--- src/rtl/lst_pkg.sv ---
package lst_pkg;
  localparam int DIV_W  = 5;
  localparam int XFER_W = 9;
  localparam int LINE_W = 10;
  localparam int AC_W   = 8;
  localparam int NIB_W  = 4;

  typedef struct packed {
    logic split;
    logic bus8;
    logic ac_by_lines;
    logic invert;
    logic disp_on;
  } scan_mode_t;

  // True when both nibbles of the data bus carry pixels.
  function automatic logic wide_bus(input scan_mode_t m);
    return m.split | m.bus8;
  endfunction
endpackage

--- src/rtl/lst_sclk_div.sv ---
module lst_sclk_div #(
  parameter int DIV_W = 5
) (
  input  logic             clk,
  input  logic             rst_n,
  input  logic             run,
  input  logic [DIV_W-1:0] half_last,
  output logic             lvl,
  output logic             slot_end,
  output logic             slot_start
);
  logic [DIV_W-1:0] cnt;
  logic             half_done;

  assign half_done = (cnt == half_last);

  always_ff @(posedge clk or negedge rst_n) begin
    if (!rst_n) begin
      cnt <= '0;
      lvl <= 1'b0;
    end else if (!run) begin
      cnt <= '0;
      lvl <= 1'b0;
    end else if (half_done) begin
      cnt <= '0;
      lvl <= ~lvl;
    end else begin
      cnt <= cnt + 1'b1;
    end
  end

  // Last cycle of the high half closes a slot; first cycle of the low half opens one.
  assign slot_end   = run & half_done & lvl;
  assign slot_start = run & (cnt == '0) & ~lvl;
endmodule

--- src/rtl/lst_scan_ctr.sv ---
module lst_scan_ctr #(
  parameter int XFER_W = 9,
  parameter int LINE_W = 10
) (
  input  logic              clk,
  input  logic              rst_n,
  input  logic              run,
  input  logic              slot_end,
  input  logic [XFER_W-1:0] xfer_last,
  input  logic [LINE_W-1:0] line_last,
  output logic [LINE_W-1:0] line,
  output logic              lp_slot,
  output logic              line_end,
  output logic              frame_end
);
  localparam int COL_W = XFER_W + 1;

  logic [COL_W-1:0] col;
  logic [COL_W-1:0] col_last;
  logic             line_wrap;

  // One extra slot after the final transfer carries the line pulse.
  assign col_last  = COL_W'(xfer_last) + COL_W'(1);
  assign lp_slot   = (col == col_last);
  assign line_wrap = (line == line_last);
  assign line_end  = slot_end & lp_slot;
  assign frame_end = line_end & line_wrap;

  always_ff @(posedge clk or negedge rst_n) begin
    if (!rst_n) begin
      col  <= '0;
      line <= '0;
    end else if (!run) begin
      col  <= '0;
      line <= '0;
    end else if (slot_end) begin
      if (lp_slot) begin
        col  <= '0;
        line <= line_wrap ? '0 : line + 1'b1;
      end else begin
        col <= col + 1'b1;
      end
    end
  end
endmodule

--- src/rtl/lst_ac_drive.sv ---
module lst_ac_drive #(
  parameter int AC_W = 8
) (
  input  logic            clk,
  input  logic            rst_n,
  input  logic            run,
  input  logic            by_lines,
  input  logic [AC_W-1:0] ac_last,
  input  logic            line_end,
  input  logic            frame_end,
  output logic            ac
);
  logic [AC_W-1:0] cnt;
  logic            flip;

  assign flip = by_lines ? (line_end & (cnt == ac_last)) : frame_end;

  always_ff @(posedge clk or negedge rst_n) begin
    if (!rst_n) begin
      cnt <= '0;
      ac  <= 1'b0;
    end else if (!run) begin
      cnt <= '0;
      ac  <= 1'b0;
    end else begin
      if (by_lines && line_end) begin
        cnt <= (cnt == ac_last) ? '0 : cnt + 1'b1;
      end
      if (flip) begin
        ac <= ~ac;
      end
    end
  end
endmodule

--- src/rtl/lcd_scan_timer.sv ---
module lcd_scan_timer #(
  parameter int DIV_W  = lst_pkg::DIV_W,
  parameter int XFER_W = lst_pkg::XFER_W,
  parameter int LINE_W = lst_pkg::LINE_W,
  parameter int AC_W   = lst_pkg::AC_W,
  parameter int NIB_W  = lst_pkg::NIB_W
) (
  input  logic                 clk,
  input  logic                 rst_n,
  input  logic                 cfg_enable,
  input  logic                 cfg_display,
  input  logic                 cfg_invert,
  input  logic                 cfg_split,
  input  logic                 cfg_bus8,
  input  logic                 cfg_ac_by_lines,
  input  logic [DIV_W-1:0]     cfg_clkdiv,
  input  logic [XFER_W-1:0]    cfg_xfers,
  input  logic [LINE_W-1:0]    cfg_lines,
  input  logic [AC_W-1:0]      cfg_acdiv,
  input  logic [2*NIB_W-1:0]   pix_data,
  output logic                 shift_clk,
  output logic                 line_pulse,
  output logic                 frame_pulse,
  output logic                 ac_drive,
  output logic                 disp_on,
  output logic                 data_req,
  output logic [2*NIB_W-1:0]   lcd_data,
  output logic [LINE_W-1:0]    line_count
);
  import lst_pkg::*;

  localparam int DATA_W = 2 * NIB_W;

  // Shadow copy of the configuration
  logic              run;
  logic [DIV_W-1:0]  sh_div;
  logic [XFER_W-1:0] sh_xfer;
  logic [LINE_W-1:0] sh_line;
  logic [AC_W-1:0]   sh_ac;
  scan_mode_t        sh_mode;
  scan_mode_t        in_mode;

  // Named internal events
  logic              sclk_lvl;
  logic              slot_end;
  logic              slot_start;
  logic [LINE_W-1:0] line;
  logic              lp_slot;
  logic              line_end;
  logic              frame_end;
  logic              ac_q;
  logic              sh_load;

  function automatic logic [DATA_W-1:0] shape_pixels(input logic [DATA_W-1:0] px,
                                                      input scan_mode_t m);
    logic [DATA_W-1:0] v;
    v = m.invert ? ~px : px;
    if (!wide_bus(m)) v[DATA_W-1:NIB_W] = '0;
    return v;
  endfunction

  assign in_mode = '{split: cfg_split, bus8: cfg_bus8, ac_by_lines: cfg_ac_by_lines,
                     invert: cfg_invert, disp_on: cfg_display};
  assign sh_load = ~run | frame_end;

  always_ff @(posedge clk or negedge rst_n) begin
    if (!rst_n) begin
      run <= 1'b0;
    end else begin
      run <= cfg_enable;
    end
  end

  always_ff @(posedge clk or negedge rst_n) begin
    if (!rst_n) begin
      sh_div  <= '0;
      sh_xfer <= '0;
      sh_line <= '0;
      sh_ac   <= '0;
      sh_mode <= '0;
    end else if (sh_load) begin
      sh_div  <= cfg_clkdiv;
      sh_xfer <= cfg_xfers;
      sh_line <= cfg_lines;
      sh_ac   <= cfg_acdiv;
      sh_mode <= in_mode;
    end
  end

  lst_sclk_div #(.DIV_W(DIV_W)) u_div (
    .clk       (clk),
    .rst_n     (rst_n),
    .run       (run),
    .half_last (sh_div),
    .lvl       (sclk_lvl),
    .slot_end  (slot_end),
    .slot_start(slot_start)
  );

  lst_scan_ctr #(.XFER_W(XFER_W), .LINE_W(LINE_W)) u_scan (
    .clk      (clk),
    .rst_n    (rst_n),
    .run      (run),
    .slot_end (slot_end),
    .xfer_last(sh_xfer),
    .line_last(sh_line),
    .line     (line),
    .lp_slot  (lp_slot),
    .line_end (line_end),
    .frame_end(frame_end)
  );

  lst_ac_drive #(.AC_W(AC_W)) u_ac (
    .clk      (clk),
    .rst_n    (rst_n),
    .run      (run),
    .by_lines (sh_mode.ac_by_lines),
    .ac_last  (sh_ac),
    .line_end (line_end),
    .frame_end(frame_end),
    .ac       (ac_q)
  );

  assign shift_clk   = run & sclk_lvl & ~lp_slot;
  assign line_pulse  = run & lp_slot;
  assign frame_pulse = run & (line == '0);
  assign ac_drive    = run & ac_q;
  assign disp_on     = run & sh_mode.disp_on;
  assign data_req    = slot_start & ~lp_slot;
  assign line_count  = run ? line : '0;
  assign lcd_data    = (run && sh_mode.disp_on && !lp_slot) ? shape_pixels(pix_data, sh_mode)
                                                             : '0;
endmodule

--- config.mk ---
export PLATFORM = sky130hd
export DESIGN_NAME = lcd_scan_timer
export DESIGN_NICKNAME = d
export VERILOG_FILES = /design/src/rtl/lst_pkg.sv /design/src/rtl/lst_sclk_div.sv /design/src/rtl/lst_scan_ctr.sv /design/src/rtl/lst_ac_drive.sv /design/src/rtl/lcd_scan_timer.sv
export SDC_FILE = /design/constraint.sdc
export NUM_CORES = 1
export LEC_CHECK = 0
export BUFFER_PORTS_ARGS = -buffer_cell sky130_fd_sc_hd__buf_2
export CORE_UTILIZATION = 45
export DETAILED_ROUTE_END_ITERATION = 6
export HOLD_SLACK_MARGIN = 0.03
export PLACE_DENSITY = 0.71
export SLEW_MARGIN = 40
export SYNTH_ARGS = -nofsm -noshare
export SYNTH_HDL_FRONTEND = slang
export SYNTH_SLANG_ARGS = --single-unit
--- constraint.sdc ---
create_clock -name clk -period 4.4 [get_ports clk]
set_input_delay 0 -clock clk [delete_from_list [all_inputs] [get_ports clk]]
set_output_delay 0 -clock clk [all_outputs]
set_load 0.03 [all_outputs]
==> results.json, run 1 <==
{
  "endpoint_kind": "flip-flop",
  "rr_worst_depth": 8,
  "worst-path-max-fanout": 35,
  "numPortBuffers": 71,
  "maxCapViolCount": 0,
  "yosys_register_bits": 73,
  "rsz0062_at_grt": "no",
  "fp.dieH_um": 98.0,
  "cts_buffers": 9,
  "clkLatencyLatePin_ns": 0.36,
  "timing.rr.start": "sh_xfer[3]",
  "tightestPinTransition_ns": 0.565,
  "period_minus_slack_ns": 2.87,
  "crit_type": "reg -> reg",
  "cts_buffer_depth": 2,
  "finalSetupViolCount": 0,
  "power.leakage_nw": 2.26,
  "yosys.area.top_type": "dfrtp_1",
  "cts_num_sinks": 73,
  "htree_levels": 3,
  "syn-mean-instance-area_sq_um": 10.3,
  "cts-resized-gates": 0,
  "antenna_found_initial": 0,
  "drc_errors": 3,
  "finalWeightedCongestion": 0.799,
  "yosysWarnings": 0,
  "netlist_area_sq_um": 4140,
  "clock_skew_ns": 0.00894,
  "area_growth_syn_to_layout_pct": 26.2,
  "timing_hold_violations_final": 0,
  "drive_gt1_share_pct": 27.3,
  "critPathRequiredTime_ns": 4.64,
  "grt_pass1_vias": 3209,
  "synth_area_leaders": "dfrtp_1, mux2_2, xnor2_1",
  "ir_worst_vdd_uv": 203,
  "grt.total_usage_pct": 20.0,
  "synth_top_area_share_pct": 44.1,
  "synth_edf_count": 0,
  "die_w_um": 98.0,
  "finish.instance_area_sq_um": 5230,
  "ys_types": 47,
  "fmax_ghz": 0.348,
  "fp-row-count": 34,
  "ff2ff_setup_slack_ns": 1.53,
  "fin_util_pct": 59.4,
  "synthArstFlopShare_pct": 100,
  "power-per-cell-area_nw_per_um2": 312,
  "core_area_sq_um": 8810,
  "routed_wl_um": 8980,
  "wire_per_inst_um": 14.5,
  "place_area_sq_um": 4580,
  "synth_ff_type": "dfrtp_1",
  "drtIter0Drc": 149,
  "timing.rr.end": "sh_mode[2]",
  "relSlewSlack_pct": 61.4,
  "min_path_type": "in -> async",
  "setup_tns_ns": 0,
  "arrival_ns": 3.12,
  "antenna_cells": 0,
  "syn_nets": 456,
  "vias_per_cell": 5.41,
  "layout.nets": 560,
  "grt_max_degree": 45,
  "violations": "design-rule violations",
  "ys_seq_area_share_pct": 44.1,
  "startpoint_type": "flip-flop",
  "io_pins": 72,
  "grt_overflow": 0,
  "status": "complete, but fails checks",
  "initial_core_util_pct": 47.1,
  "tritoncts": "yes",
  "drv_slew": 0,
  "syn_inst": 401,
  "grt_pass1_wl_um": 15300,
  "period_share_pct": 65.3,
  "ant_nets": 0,
  "drt_first_pass_iters": 6,
  "p_total_w": 0.00163,
  "vias": 3342,
  "hpwl_um": 6070,
  "die_area_sq_um": 9600,
  "cts-root-buf": "clkbuf_8",
  "clk_pin_slew_worst_paths_ns": 0.08
}
## cells in the mapped netlist, types with 5 or more instances
| cell | instances |
|---|---|
| and3_1 | 15 |
| clkbuf_1 | 16 |
| ha_1 | 7 |
| nand4_1 | 7 |
| xor2_1 | 20 |
| mux2_2 | 35 |
| a21oi_1 | 10 |
| inv_1 | 11 |
| nand3_1 | 18 |
| xnor2_1 | 35 |
| nand2_1 | 19 |
| nand3b_1 | 8 |
| or3_1 | 6 |
| o21ai_0 | 24 |
| o311ai_0 | 5 |
| dfrtp_1 | 73 |
| nor2_1 | 30 |
| and2_1 | 9 |
| mux2i_1 | 6 |
## kinds of logic (layout without fill, tap and decap cells)
logic type | after synthesis | after routing | synth area share [%]
compound gates | 59 | 59 | 9.81
fa+ha+maj | 7 | 7 | 2.11
mux | 43 | 43 | 11.5
flops | 73 | 73 | 44.1
simple gates | 130 | 130 | 17.4
xor+xnor | 55 | 55 | 11.6
buf+inv | 34 | 143 | 3.50
## power by group
group | switching, W | internal [W] | total, W
sequential | 0.0000390 | 0.000709 | 0.000748
combinational | 0.000108 | 0.000121 | 0.000229
clock | 0.000259 | 0.000394 | 0.000652
total | 0.000406 | 0.00122 | 0.00163
## how the worst max path moves through the flow
stage            endpoint        from  slack (ns)
2_1_floorplan    sh_ac[0]  sh_xfer[3]        1.95
5_1_grt        sh_line[1]  sh_xfer[0]        1.37
3_3_place_gp     sh_ac[7]  sh_xfer[3]        1.59
6_report       sh_mode[2]  sh_xfer[3]        1.53
4_1_cts        sh_line[1]  sh_xfer[3]        1.52
3_5_place_dp   sh_mode[3]  sh_xfer[3]        1.53
## registers in the layout (all words and copies together) (netlist names), 5 cells and up
| name | flops |
|---|---|
| sh_line | 10 |
| sh_xfer | 9 |
| u_ac.cnt | 8 |
| sh_mode | 5 |
| u_scan.col | 10 |
| sh_ac | 8 |
| sh_div | 5 |
| u_div.cnt | 5 |
| u_scan.line | 10 |
## cell usage in the layout (no fill, tap or decap), drive strengths merged, types with 8 or more instances in the layout
master	netlist	layout
a21oi	10	10
and2	9	9
and3	15	15
buf	7	77
clkbuf	16	10
dfrtp	73	73
dlygate4sd3	0	39
inv	11	11
mux2	37	37
nand2	19	19
nand3	19	19
nand3b	8	8
nand4	9	9
nor2	30	30
o21ai	25	25
xnor2	35	35
xor2	20	20
## metal layers
layer	track usage, %	up-vias	wire, um
met4	6.88	0	155
met5	0	-	0
met1	26.4	1625	4000
li1	-	1631	-
met3	4.08	15	365
met2	32.9	71	4460
## cell type report
class | count | area [sq um]
fill | 751 | 3580
multi-input combinational | 294 | 2180
sequential | 73 | 1830
timing repair buffer | 116 | 793
clock buffer | 10 | 138
tap | 108 | 135
clock inverter | 6 | 115
inverter | 11 | 41.3
## stage by stage
step	setup slack, ns	std cells	hold WS, ns
after floorplan	1.95	401	-0.296
after global placement	1.59	563	0.109
after detailed placement	1.53	563	0.114
after CTS	1.52	618	0.264
after global routing	1.37	618	0.166
final	1.53	618	0.122
## critical path, stage by stage, from the launching register on
cell and delay (ns):
dfrtp_1 0.48, nand4_2 0.17, or4_4 0.58, a311oi_4 0.30
nand3_2 0.10, buf_4 0.25, o21ai_4 0.18, buf_4 0.32
mux2_2 0.37
## repair_timing
action,4_1_cts,5_1_grt
setup buffers,0,0
hold buffers,39,0
endpoints found under the hold margin,70,0
(Power assumes the default switching activity.)
==> run 2, diff against run 1 <==
==> constraint.sdc (replaced) <==
create_clock -name clk -period 2.95 [get_ports clk]
set_input_delay 0 -clock clk [delete_from_list [all_inputs] [get_ports clk]]
set_output_delay 0 -clock clk [all_outputs]
set_load 0.03 [all_outputs]
==> run 2 against run 1 <==
The flow still finishes with violations (design-rule violations). Die area stayed put. Via count hardly changed. Non-clock buffer count is 1 higher. Critical endpoint is now u_ac.cnt[3]. Largest power group unchanged. Highest routed layer unchanged.
==> results.json, run 2 (synthesized netlist as in run 1, its figures left out) <==
{
  "setup_tns_ns": 0,
  "status": "complete, but fails checks",
  "numPortBuffers": 71,
  "initial_core_util_pct": 47.1,
  "routed_wl_um": 9240,
  "fp-row-count": 34,
  "cts_buffers": 9,
  "vias_per_cell": 5.40,
  "vias": 3345,
  "rsz0062_at_grt": "no",
  "timing_hold_violations_final": 0,
  "worst-path-max-fanout": 34,
  "startpoint_type": "flip-flop",
  "grt_max_degree": 74,
  "power.leakage_nw": 2.24,
  "fp.dieH_um": 98.0,
  "min_path_type": "in -> async",
  "maxCapViolCount": 0,
  "p_total_w": 0.00225,
  "power-per-cell-area_nw_per_um2": 434,
  "drv_slew": 0,
  "arrival_ns": 2.99,
  "hpwl_um": 6100,
  "drtIter0Drc": 205,
  "ir_worst_vdd_uv": 193,
  "clkLatencyLatePin_ns": 0.35,
  "crit_type": "reg -> reg",
  "grt_pass1_vias": 3311,
  "core_area_sq_um": 8810,
  "critPathRequiredTime_ns": 3.20,
  "wire_per_inst_um": 14.9,
  "drive_gt1_share_pct": 27.4,
  "cts-root-buf": "clkbuf_8",
  "endpoint_kind": "flip-flop",
  "layout.nets": 561,
  "tightestPinTransition_ns": 0.676,
  "fmax_ghz": 0.365,
  "nFillCells": 745,
  "antenna_cells": 0,
  "tritoncts": "yes",
  "relSlewSlack_pct": 55.0,
  "cts_num_sinks": 73,
  "layout_common_cells": "dfrtp_1, buf_2, dlygate4sd3_1",
  "drc_errors": 3,
  "clk_pin_slew_worst_paths_ns": 0.08,
  "die_w_um": 98.0,
  "finalWeightedCongestion": 0.839,
  "die_area_sq_um": 9600,
  "clock_skew_ns": 0.0162,
  "period_share_pct": 92.8,
  "grt_overflow": 0,
  "grt_pass1_wl_um": 15700,
  "area_growth_syn_to_layout_pct": 25.2,
  "final_common_cell": "dfrtp_1",
  "top_regs": "sh_line: 10 flops, u_scan.col: 10 flops, u_scan.line: 10 flops",
  "cts_buffer_depth": 2,
  "violations": "design-rule violations",
  "period_minus_slack_ns": 2.74,
  "drt_first_pass_iters": 6,
  "io_pins": 72,
  "htree_levels": 3,
  "finalSetupViolCount": 0,
  "ant_nets": 0,
  "antenna_found_initial": 0,
  "grt.total_usage_pct": 20.3
}
==> run 2: cell count changes in the layout (fill, tap and decap cells not counted), sizes merged <==
cell,before,now
clkbuf,10,9
buf,77,78
clkinv,2,3
inv,11,12
bufinv,3,1
clkinvlp,1,2
==> run 2: where the power goes <==
| group | total [W] | internal, W | switching (W) |
|---|---|---|---|
| combinational | 0.000350 | 0.000184 | 0.000167 |
| sequential | 0.00112 | 0.00106 | 0.0000583 |
| clock | 0.000786 | 0.000389 | 0.000397 |
==> run 2: timing repair <==
| action | CTS | global route |
|---|---|---|
| gates resized for setup | 0 | 0 |
| setup buffers | 0 | 0 |
| hold buffers | 39 | 0 |
| hold endpoints to repair | 111 | 0 |
==> run 2: per-layer routing <==
layer / track usage (%) / vias up / part of all wire [%]
li1: - / 1631 / -
met1: 28.1 / 1618 / 47
met2: 32.8 / 82 / 48
met3: 3.15 / 14 / 3.3
met4: 6.64 / 0 / 1.2
met5: 0 / - / 0
==> run 2: area by class of cell <==
type,instances,area (sq um),share of cell area (%)
multi-input cells,294,2180,42.0
flip-flops and latches,73,1830,35.2
repair buffers,117,815,15.7
well taps,108,135,2.60
clock buffers,9,124,2.39
clock inverters,7,68.8,1.33
inverters,11,41.3,0.796
==> run 2: worst max-delay path, stage by stage, from the launching register on <==
cell and delay (ns):
dfrtp_1 0.48, nand4_2 0.15, or4_4 0.58, a311oi_4 0.30, nand3_2 0.15, buf_4 0.27
or3_1 0.50, o21ai_0 0.22
==> run 2: final timing paths <==
check / startpoint / end / slack [ns] / cells past startpoint
setup reg to reg: sh_xfer[3] / u_ac.cnt[3] / 0.21 / 7
max in group asynchronous: rst_n / sh_mode[0] / 2.16 / 3
setup / recovery: sh_xfer[3] / u_ac.cnt[3] / 0.21 / 7
min in group clk: cfg_enable / run / 0.32 / 2
hold / removal: rst_n / sh_ac[4] / 0.32 / 3
hold reg to reg: sh_mode[3] / sh_mode[3] / 0.53 / 1
==> run 2: metrics by stage <==
stage                     util (%)  area [sq um]  hold slack (ns)  setup slack [ns]  std cells
after global placement        52.3          4600            0.111             0.315        564
after floorplan                  -          4140           -0.296             0.498        401
after global routing          58.9          5190            0.307            0.0509        619
final                         58.9          5190            0.317             0.212        619
after CTS                     58.9          5190            0.315             0.211        619
after detailed placement      52.3          4610            0.112             0.247        564
==> run 3, diff against run 2 <==
--- a/config.mk
+++ b/config.mk
@@ -9,7 +9,7 @@
 export CORE_UTILIZATION = 45
 export DETAILED_ROUTE_END_ITERATION = 6
 export HOLD_SLACK_MARGIN = 0.03
-export PLACE_DENSITY = 0.71
+export PLACE_DENSITY = 0.74
 export SLEW_MARGIN = 40
 export SYNTH_ARGS = -nofsm -noshare
 export SYNTH_HDL_FRONTEND = slang
==> constraint.sdc (replaced) <==
create_clock -name clk -period 2.3 [get_ports clk]
set_input_delay 0 -clock clk [delete_from_list [all_inputs] [get_ports clk]]
set_output_delay 0 -clock clk [all_outputs]
set_load 0.03 [all_outputs]
==> run 3 against run 2 <==
Global-route usage is 3.4 points higher. The run ends with design-rule violations, negative setup slack left. Final area is 19% higher. Hold slack worse by 0.16 ns. Critical path depth is 1 higher. Largest power group unchanged. Setup slack worse by 0.49 ns. Highest routed layer unchanged. Via count is 12% higher.
==> results.json, run 3 (synthesized netlist as in run 1, its figures left out) <==
{
  "numPortBuffers": 71,
  "min_path_type": "in -> async",
  "timing_hold_violations_final": 0,
  "critPathRequiredTime_ns": 2.54,
  "drtIter0Drc": 254,
  "stdcell_count": 677,
  "violations": "design-rule violations, negative setup slack",
  "die_area_sq_um": 9600,
  "final_common_cell": "dfrtp_1",
  "tritoncts": "yes",
  "dp_slack_ns": -0.240,
  "top_regs": "sh_line: 10 flops, u_scan.col: 10 flops, u_scan.line: 10 flops",
  "hpwl_um": 6930,
  "layout.nets": 619,
  "vias": 3730,
  "vias_per_cell": 5.51,
  "startpoint_type": "flip-flop",
  "core_area_sq_um": 8810,
  "fin_ws_ns": -0.281,
  "fmax_ghz": 0.387,
  "grt_overflow": 0,
  "fp-row-count": 34,
  "p_total_w": 0.00292,
  "combinationalPowerShare_pct": 21.9,
  "p_sw_w": 0.000824,
  "cts_num_sinks": 73,
  "drt_first_pass_iters": 6,
  "rsz0062_at_grt": "yes",
  "grt_max_degree": 45,
  "clk_pin_slew_worst_paths_ns": 0.08,
  "grt_pass1_vias": 3775,
  "p_clk_share_pct": 29.3,
  "clkLatencyLatePin_ns": 0.35,
  "seq_power_share_pct": 48.8,
  "netSwitchingFraction_pct": 28.2,
  "clock_skew_ns": 0.0111,
  "finalSetupViolCount": 67,
  "grt.total_usage_pct": 23.8,
  "fp.dieH_um": 98.0,
  "maxCapViolCount": 0,
  "relSlewSlack_pct": 58.9,
  "arrival_ns": 2.82,
  "finalWeightedCongestion": 0.843,
  "antenna_found_initial": 0,
  "ant_nets": 0,
  "drive_gt1_share_pct": 41.3,
  "dp.cells": 608,
  "drc_errors": 2,
  "ir_worst_vdd_uv": 347,
  "worst-path-max-fanout": 7,
  "antenna_cells": 0,
  "crit_start": "sh_xfer[3]",
  "die_w_um": 98.0,
  "grt_pass1_wl_um": 18000,
  "cts-root-buf": "clkbuf_8",
  "layout_common_cells": "dfrtp_1, buf_2, buf_4",
  "tightestPinTransition_ns": 0.600,
  "endpoint_kind": "flip-flop",
  "drv_slew": 0,
  "hold_slack_ns": 0.158,
  "rr_worst_depth": 8,
  "wire_per_inst_um": 17.0,
  "period_share_pct": 112,
  "power.leakage_nw": 2.76,
  "timing.rr.start": "sh_xfer[3]",
  "cts_buffers": 9,
  "routed_wl_um": 11500,
  "crit_type": "reg -> reg",
  "initial_core_util_pct": 47.1,
  "status": "complete, but fails checks",
  "io_pins": 72,
  "period_minus_slack_ns": 2.58,
  "p_int_w": 0.00210,
  "cts_buffer_depth": 2,
  "area_growth_syn_to_layout_pct": 48.6,
  "htree_levels": 3,
  "power-per-cell-area_nw_per_um2": 475
}
## run 3: cell types whose count changed in the layout (fill, tap and decap cells not counted), sizes merged
cell	previous run	this run
buf	78	135
clkbuf	9	13
clkinvlp	2	0
bufinv	1	0
clkinv	3	4
inv	12	11
## run 3: power groups by stage
stage | combinational [W] | clock, W | sequential, W
final | 0.000640 | 0.000856 | 0.00143
after global routing | 0.000687 | 0.000919 | 0.00144
after CTS | 0.000588 | 0.000867 | 0.00142
after detailed placement | 0.000459 | 0 | 0.00145
after global placement | 0.000445 | 0 | 0.00144
after floorplan | 0.000286 | 0 | 0.00143
## run 3: worst paths after layout
| kind | to | slack, ns |
|---|---|---|
| setup / recovery | sh_ac[6] | -0.28 |
| hold / removal | sh_xfer[2] | 0.16 |
| setup reg to reg | sh_ac[6] | -0.28 |
| hold reg to reg | sh_div[1] | 0.51 |
| max in group asynchronous | sh_ac[0] | 1.56 |
| min in group clk | run | 0.30 |
## run 3: cell type report
type | instances | area (sq um)
inverter | 11 | 41.3
sequential | 73 | 1830
multi-input combinational | 294 | 2600
clock inverter | 4 | 20.0
tap | 108 | 135
clock buffer | 12 | 135
fill | 587 | 2650
timing repair buffer | 175 | 1400
## run 3: layer usage
metal	vias up	part of all wire, %	GRT usage, %
met5	-	0	0
met4	0	2.1	10.8
met3	22	4.6	3.08
met2	116	52	41.2
met1	1847	42	29.5
li1	1745	-	-
## run 3: through the flow
step	TNS, ns	util, %	instance area (sq um)
after CTS	-12.10	66.5	5850
final	-13.68	69.9	6160
after global placement	-5.15	56.3	4960
after detailed placement	-8.73	56.3	4960
after floorplan	-4.92	-	4140
after global routing	-17.42	69.9	6160
## run 3: repair_timing
item | 4_1_cts | 5_1_grt
resized for setup | 55 | 69
endpoints found under the setup margin | 74 | 75
pin swaps | 13 | 17
cloned | 2 | 1
endpoints found under the hold margin | 71 | 0
hold buffers | 39 | 0
buffers inserted | 8 | 6
## run 3: worst max-delay path, cell delays in order (launching register included)
cell and delay (ns):
dfrtp_2 0.46, xnor2_2 0.16, or4_4 0.53, a311oi_4 0.27, nand3_2 0.19, o21ai_4 0.20, buf_12 0.16, clkbuf_16 0.16
mux2_2 0.33
